==> src/rtl/stbuf_pkg.sv <==
package stbuf_pkg;
    typedef enum logic [1:0] {
        MT_WB = 2'b00,
        MT_WT = 2'b01,
        MT_UC = 2'b10,
        MT_WC = 2'b11
    } mtype_e;
endpackage

==> src/rtl/stbuf_ring.sv <==
module stbuf_ring #(
    parameter int DEPTH = 8,
    parameter int AW    = 32,
    parameter int DW    = 32,
    localparam int IW   = $clog2(DEPTH),
    localparam int PW   = IW + 1
) (
    input  logic          clk,
    input  logic          rst_n,
    input  logic          push,
    input  logic [AW-1:0] push_addr,
    input  logic [DW-1:0] push_data,
    input  logic [1:0]    push_mt,
    input  logic          pop,
    output logic [AW-1:0] head_addr,
    output logic [DW-1:0] head_data,
    output logic [1:0]    head_mt,
    output logic [PW-1:0] wr_ptr,
    output logic [PW-1:0] rd_ptr,
    output logic          full
);
    typedef struct packed {
        logic [PW-1:0] wr;
        logic [PW-1:0] rd;
    } ptr_t;

    ptr_t s_d, s_q;
    logic [AW-1:0] addr_d [DEPTH];
    logic [AW-1:0] addr_q [DEPTH];
    logic [DW-1:0] data_d [DEPTH];
    logic [DW-1:0] data_q [DEPTH];
    logic [1:0]    mt_d   [DEPTH];
    logic [1:0]    mt_q   [DEPTH];

    always_comb begin
        s_d    = s_q;
        addr_d = addr_q;
        data_d = data_q;
        mt_d   = mt_q;
        if (push) begin
            addr_d[s_q.wr[IW-1:0]] = push_addr;
            data_d[s_q.wr[IW-1:0]] = push_data;
            mt_d[s_q.wr[IW-1:0]]   = push_mt;
            s_d.wr = s_q.wr + PW'(1);
        end
        if (pop) begin
            s_d.rd = s_q.rd + PW'(1);
        end
    end

    always_ff @(posedge clk) begin
        if (!rst_n) begin
            s_q <= '0;
        end else begin
            s_q <= s_d;
        end
    end

    always_ff @(posedge clk) begin
        addr_q <= addr_d;
        data_q <= data_d;
        mt_q   <= mt_d;
    end

    assign head_addr = addr_q[s_q.rd[IW-1:0]];
    assign head_data = data_q[s_q.rd[IW-1:0]];
    assign head_mt   = mt_q[s_q.rd[IW-1:0]];
    assign wr_ptr    = s_q.wr;
    assign rd_ptr    = s_q.rd;
    assign full      = (s_q.wr[IW] != s_q.rd[IW]) && (s_q.wr[IW-1:0] == s_q.rd[IW-1:0]);
endmodule

==> src/rtl/stbuf_order_ctl.sv <==
module stbuf_order_ctl #(
    parameter int PW = 4
) (
    input  logic          clk,
    input  logic          rst_n,
    input  logic [PW-1:0] wr_ptr,
    input  logic [PW-1:0] rd_ptr,
    input  logic          full,
    input  logic          bar_req,
    input  logic          ser_evt,
    input  logic          exc_evt,
    output logic          drain_active,
    output logic          bar_ack
);
    typedef struct packed {
        logic [PW-1:0] mark;
        logic          bar_busy;
        logic [PW-1:0] bar_mark;
    } ctl_t;

    ctl_t c_d, c_q;

    always_comb begin
        c_d          = c_q;
        drain_active = (rd_ptr != c_q.mark);
        bar_ack      = c_q.bar_busy && (rd_ptr == c_q.bar_mark);
        if (bar_ack) begin
            c_d.bar_busy = 1'b0;
        end
        if (bar_req && !c_q.bar_busy) begin
            c_d.bar_busy = 1'b1;
            c_d.bar_mark = wr_ptr;
            c_d.mark     = wr_ptr;
        end
        if (ser_evt || exc_evt || full) begin
            c_d.mark = wr_ptr;
        end
    end

    always_ff @(posedge clk) begin
        if (!rst_n) begin
            c_q <= '0;
        end else begin
            c_q <= c_d;
        end
    end
endmodule

==> src/rtl/stbuf_router.sv <==
module stbuf_router
    import stbuf_pkg::*;
(
    input  logic       clk,
    input  logic       rst_n,
    input  logic       active,
    input  logic [1:0] head_mt,
    input  logic       cache_ready,
    input  logic       mem_ready,
    input  logic       wc_ready,
    output logic       cache_valid,
    output logic       mem_valid,
    output logic       wc_valid,
    output logic       pop
);
    typedef struct packed {
        logic cache_done;
        logic mem_done;
    } wt_t;

    wt_t w_d, w_q;
    mtype_e mt;
    logic c_fire, m_fire, w_fire, c_all, m_all;

    always_comb begin
        w_d         = w_q;
        mt          = mtype_e'(head_mt);
        cache_valid = 1'b0;
        mem_valid   = 1'b0;
        wc_valid    = 1'b0;
        pop         = 1'b0;
        c_all       = 1'b0;
        m_all       = 1'b0;
        if (active) begin
            unique case (mt)
                MT_WB: cache_valid = 1'b1;
                MT_UC: mem_valid   = 1'b1;
                MT_WC: wc_valid    = 1'b1;
                MT_WT: begin
                    cache_valid = !w_q.cache_done;
                    mem_valid   = !w_q.mem_done;
                end
                default: ;
            endcase
        end
        c_fire = cache_valid && cache_ready;
        m_fire = mem_valid && mem_ready;
        w_fire = wc_valid && wc_ready;
        unique case (mt)
            MT_WB: pop = c_fire;
            MT_UC: pop = m_fire;
            MT_WC: pop = w_fire;
            MT_WT: begin
                c_all = w_q.cache_done || c_fire;
                m_all = w_q.mem_done || m_fire;
                pop   = active && c_all && m_all;
                if (active) begin
                    w_d.cache_done = pop ? 1'b0 : c_all;
                    w_d.mem_done   = pop ? 1'b0 : m_all;
                end
            end
            default: ;
        endcase
    end

    always_ff @(posedge clk) begin
        if (!rst_n) begin
            w_q <= '0;
        end else begin
            w_q <= w_d;
        end
    end
endmodule

==> src/rtl/stbuf_drain.sv <==
module stbuf_drain #(
    parameter int DEPTH = 8,
    parameter int AW    = 32,
    parameter int DW    = 32,
    localparam int PW   = $clog2(DEPTH) + 1
) (
    input  logic          clk,
    input  logic          rst_n,
    input  logic          st_valid,
    output logic          st_ready,
    input  logic [AW-1:0] st_addr,
    input  logic [DW-1:0] st_data,
    input  logic [1:0]    st_mtype,
    output logic          st_done,
    input  logic          bar_req,
    output logic          bar_ack,
    input  logic          ser_evt,
    input  logic          exc_evt,
    output logic [AW-1:0] drain_addr,
    output logic [DW-1:0] drain_data,
    output logic          cache_valid,
    input  logic          cache_ready,
    output logic          mem_valid,
    input  logic          mem_ready,
    output logic          wc_valid,
    input  logic          wc_ready
);
    logic          push, pop, full, active;
    logic [PW-1:0] wr_ptr, rd_ptr;
    logic [1:0]    head_mt;

    assign st_ready = !full;
    assign push     = st_valid && st_ready;
    assign st_done  = push;

    stbuf_ring #(.DEPTH(DEPTH), .AW(AW), .DW(DW)) u_ring (
        .clk       (clk),
        .rst_n     (rst_n),
        .push      (push),
        .push_addr (st_addr),
        .push_data (st_data),
        .push_mt   (st_mtype),
        .pop       (pop),
        .head_addr (drain_addr),
        .head_data (drain_data),
        .head_mt   (head_mt),
        .wr_ptr    (wr_ptr),
        .rd_ptr    (rd_ptr),
        .full      (full)
    );

    stbuf_order_ctl #(.PW(PW)) u_ctl (
        .clk          (clk),
        .rst_n        (rst_n),
        .wr_ptr       (wr_ptr),
        .rd_ptr       (rd_ptr),
        .full         (full),
        .bar_req      (bar_req),
        .ser_evt      (ser_evt),
        .exc_evt      (exc_evt),
        .drain_active (active),
        .bar_ack      (bar_ack)
    );

    stbuf_router u_route (
        .clk         (clk),
        .rst_n       (rst_n),
        .active      (active),
        .head_mt     (head_mt),
        .cache_ready (cache_ready),
        .mem_ready   (mem_ready),
        .wc_ready    (wc_ready),
        .cache_valid (cache_valid),
        .mem_valid   (mem_valid),
        .wc_valid    (wc_valid),
        .pop         (pop)
    );
endmodule

==> config.mk <==
export PLATFORM = sky130hd
export DESIGN_NAME = stbuf_drain
export DESIGN_NICKNAME = d
export VERILOG_FILES = /design/src/rtl/stbuf_pkg.sv /design/src/rtl/stbuf_ring.sv /design/src/rtl/stbuf_order_ctl.sv /design/src/rtl/stbuf_router.sv /design/src/rtl/stbuf_drain.sv
export SDC_FILE = /design/constraint.sdc
export NUM_CORES = 1
export LEC_CHECK = 0
export ABC_AREA = 1
export ABC_CLOCK_PERIOD_IN_PS = 4000
export BUFFER_PORTS_ARGS = -buffer_cell sky130_fd_sc_hd__buf_4
export CAP_MARGIN = 20
export CORE_AREA = 3 3 204 206
export DETAILED_ROUTE_END_ITERATION = 7
export DIE_AREA = 0 0 207 209
export GPL_ROUTABILITY_DRIVEN = 0
export HOLD_SLACK_MARGIN = 0.03
export PLACE_DENSITY = 0.78
export SLEW_MARGIN = 30
export SYNTH_ARGS = -nofsm -noshare
export SYNTH_HDL_FRONTEND = slang
export SYNTH_SLANG_ARGS = --single-unit
==> constraint.sdc <==
create_clock -name clk -period 4 [get_ports clk]
set_clock_uncertainty 0.05 [all_clocks]
set_input_delay 0.2 -clock clk [delete_from_list [all_inputs] [get_ports clk]]
set_output_delay 0.2 -clock clk [all_outputs]
set_load 0.02 [all_outputs]
==> impl_results.md <==
* Crit path kind: reg -> out
* Placed wire-length estimate at 25800 um
* P_leak at 0.00865 uW
* Synth async-reset ratio at 0
* CTS sink cnt at 547
* Initial core utilization at 0.542
* Syn Nets at 1742
* Post-CTS Setup Repair Bufs at 0
* Ys Warns at 0
* Final ANT Viol Nets at 0
* Vias in the first global route at 13800
* Status: completed
* Clock buffer depth at 3
* Final worst path period share at 0.908
* Grt ovf at 0
* CTS root buf: clkbuf_16
* CTS tree: built
* All-Layer GR Usage at 0.215
* Min Tclk post-route at 3.63 ns
* Endpoints failing setup at 0
* H-tree depth at 2
* Hold Slack at 0.0670 ns
* WHS Path Cells at 3
* Die area at 0.0433 mm^2
* Drt first pass iters at 6
* Final #Nets at 1929
* Final max-slew violation count at 0
* Synth Register Bits at 547
* Row count at 73
* Cell accounting for the most synthesized area: edfxtp_1
* Fill cells at 2900
* Die Y at 209 um
* Clk Latency, worst-skew pair at 0.56 ns
* Sum Neg Setup Slack at 0 ns
* Initial DRC Count at 1528
* CP arrival at 3.38 ns
* Vias at 13900
* Worst VDD drop at 0.383 mV
* DRT Wirelength at 48000 um
* Initial antenna violation count at 2
* Critical path endpoint category: output port
* Worst setup SP type: flop
* Syn avg cell area at 13.0 um^2
* Hold_sp: bar_req
* Reg2reg setup slack at 0.43 ns
* Sequential fraction of the synthesis area at 0.753
* Post-DR vias/cell at 5.76
* Layout cells sized above 1 at 0.145
* Largest net degree at the start of global routing at 166
* TritonCTS buffer count at 50
* Hold Path Sink: u_ctl.c_q[0]$_SDFFE_PN0P_
* Max incr delay on CP at 0.81 ns
* F_max at 275 MHz
* Die X-Extent at 207 um
* Top cells by area, synth: edfxtp_1, nor2_1, o21ai_0
* Actual slew at the worst max-slew pin at 0.743 ns
* Clk pin slew, worst setup/hold paths at 0.06 ns
* Cell area power density at 579 mW/mm^2
* Max-slew headroom at 0.505
* EDFF count, synth at 528
* Crit path max-delay family: buffers and inverters
* Mapped Area at 0.0216 mm^2
* Slowest CP cell: dfxtp_4
* Max-Cap Viols at 0
* CP max FO at 58
* Endpoints failing hold at 0
* WL/cell at 19.9 um
* Most used flip-flop cell after synthesis: edfxtp_1
* Total power at 14600 uW
* I/O Pins at 145
* Crit path top cell by count: inv_1
* Syn Inst Count at 1661
* Type of the most critical hold path: in -> reg
* Cell variety after synth at 39
* First-pass GRT wire length at 74800 um
* Port Buffers at 144
* # DRC at 0
* Crit path buf inv count at 5
* Worst R2R End: u_route.w_q[1]$_SDFFE_PN0P_
* CP Data Required Time at 3.75 ns
* Reg-to-reg startpoint: u_ring.rd_ptr[1]$_SDFFE_PN0P_
* Synth top area share at 0.735
* Area grow syn2layout at 17.2%
* R2R depth at 14
* Core ar. at 0.0398 mm^2
* RSZ-0062 raised after global routing: false
* Crit-path cells: inv_4 > o21ai_0 > o22ai_1 > nand2_1 > o21ai_1 > inv_1 > ha_1 > inv_1 > o21ai_0 > inv_1 > nor2_1 > buf_4
==> state kept, by name, indices dropped and copies added (netlist names) <==
signal and cells:
u_ctl.c_q 9, u_ring.rd_ptr 4, u_route.w_q 2, u_ring.data_q 256, u_ring.addr_q 256, u_ring.wr_ptr 4, u_ring.mt_q 16
==> worst register-to-register path, cell delays in order (launching register included) <==
cell and delay [ns]:
dfxtp_4 0.81, inv_4 0.41, o21ai_0 0.18, o22ai_1 0.09
nand2_1 0.06, o21ai_1 0.12, inv_1 0.14, ha_1 0.18
inv_1 0.08, o21ai_0 0.28, nand3_2 0.16, a21oi_2 0.19
nand3_1 0.07, dlygate4sd3_1 0.55, a21oi_1 0.12
==> worst max path at each step <==
stage,startpoint,endpoint,slack (ns),cells past startpoint
finish,u_ring.rd_ptr[1]$_SDFFE_PN0P_,cache_valid,0.37,12
global route,u_ring.rd_ptr[1]$_SDFFE_PN0P_,cache_valid,0.09,12
global placement,u_ring.rd_ptr[1]$_SDFFE_PN0P_,u_ring.rd_ptr[1]$_SDFFE_PN0P_,1.05,16
CTS,u_ring.rd_ptr[0]$_SDFFE_PN0P_,cache_valid,0.36,12
detailed placement,u_ring.rd_ptr[1]$_SDFFE_PN0P_,u_ring.rd_ptr[0]$_SDFFE_PN0P_,0.89,16
floorplan,u_ring.rd_ptr[0]$_SDFFE_PN0P_,u_ring.addr_q[100]$_DFFE_PP_,-0.49,6
==> power breakdown <==
| part | leakage (uW) | internal (uW) | switching, uW |
|---|---|---|---|
| clock network | 0.000767 | 2610 | 1970 |
| logic | 0.00293 | 1190 | 2290 |
| registers | 0.00495 | 6430 | 138 |
| total | 0.00865 | 10200 | 4390 |
==> repair_timing <==
item	in CTS	in global routing
hold buffers	70	0
resized for setup	0	0
endpoints found under the hold margin	545	0
==> cells in the mapped netlist (6+ instances only) <==
master,n
buf_4,11
nor2_1,466
buf_12,6
inv_1,30
ha_1,6
clkbuf_1,56
nand2_1,29
a21oi_1,17
buf_2,20
a31oi_1,64
o22ai_1,68
edfxtp_1,528
dfxtp_1,19
nand3_1,7
o21ai_0,279
==> metrics by stage <==
stage          worst slack [ns]   util  instances  instance area, um^2
2_1_floorplan            -0.494      -       1661                21600
3_3_place_gp               1.05  0.578       2251                23000
3_5_place_dp              0.894  0.578       2251                23000
4_1_cts                   0.358  0.635       2414                25300
5_1_grt                  0.0877  0.635       2415                25300
6_report                  0.367  0.635       2415                25300
==> layer usage <==
| metal | vias to the layer above | wire length [um] | GRT usage |
|---|---|---|---|
| met2 | 633 | 23200 | 0.352 |
| met1 | 6763 | 19700 | 0.299 |
| met4 | 2 | 1310 | 0.0702 |
| met3 | 110 | 3790 | 0.0359 |
| li1 | 6407 | - | - |
| met5 | - | 7 | 0 |
==> cell families (layout without fill, tap and decap cells) <==
| group | count (synthesis) | count (layout) | share of synthesized area |
|---|---|---|---|
| adder cells (fa/ha/maj) | 6 | 6 | 0.00348 |
| AND/OR/NAND/NOR | 528 | 528 | 0.0977 |
| flip-flops | 547 | 547 | 0.753 |
| buffers and inverters | 140 | 368 | 0.0345 |
| XOR/XNOR | 7 | 7 | 0.00284 |
| other | 0 | 1 | 0 |
| AO/OA/AOI/OAI | 433 | 433 | 0.109 |
==> cell usage in the layout (no fill, tap or decap), drive strengths merged, types with 2 or more instances in the layout <==
master / netlist / routed
edfxtp: 528 / 528
nor2: 472 / 472
o21ai: 281 / 281
buf: 47 / 169
dlygate4sd3: 0 / 70
clkbuf: 57 / 70
o22ai: 68 / 68
a31oi: 64 / 64
inv: 36 / 38
nand2: 38 / 38
dfxtp: 19 / 19
a21oi: 18 / 18
clkinv: 0 / 17
nand3: 11 / 11
ha: 6 / 6
xnor2: 4 / 4
bufinv: 0 / 4
xor2: 3 / 3
and3: 2 / 2
nand4: 2 / 2
==> cell type report <==
cell class | instances | area [um^2] | area share
sequential | 547 | 16200 | 0.642
multi-input combinational | 974 | 4640 | 0.184
timing repair buffer | 239 | 2030 | 0.0804
clock buffer | 70 | 1350 | 0.0533
tap | 525 | 657 | 0.0260
clock inverter | 23 | 214 | 0.00846
inverter | 36 | 145 | 0.00574
antenna | 1 | 2.50 | 0.0000990
Note: power is estimated with default switching activity, not from simulation.
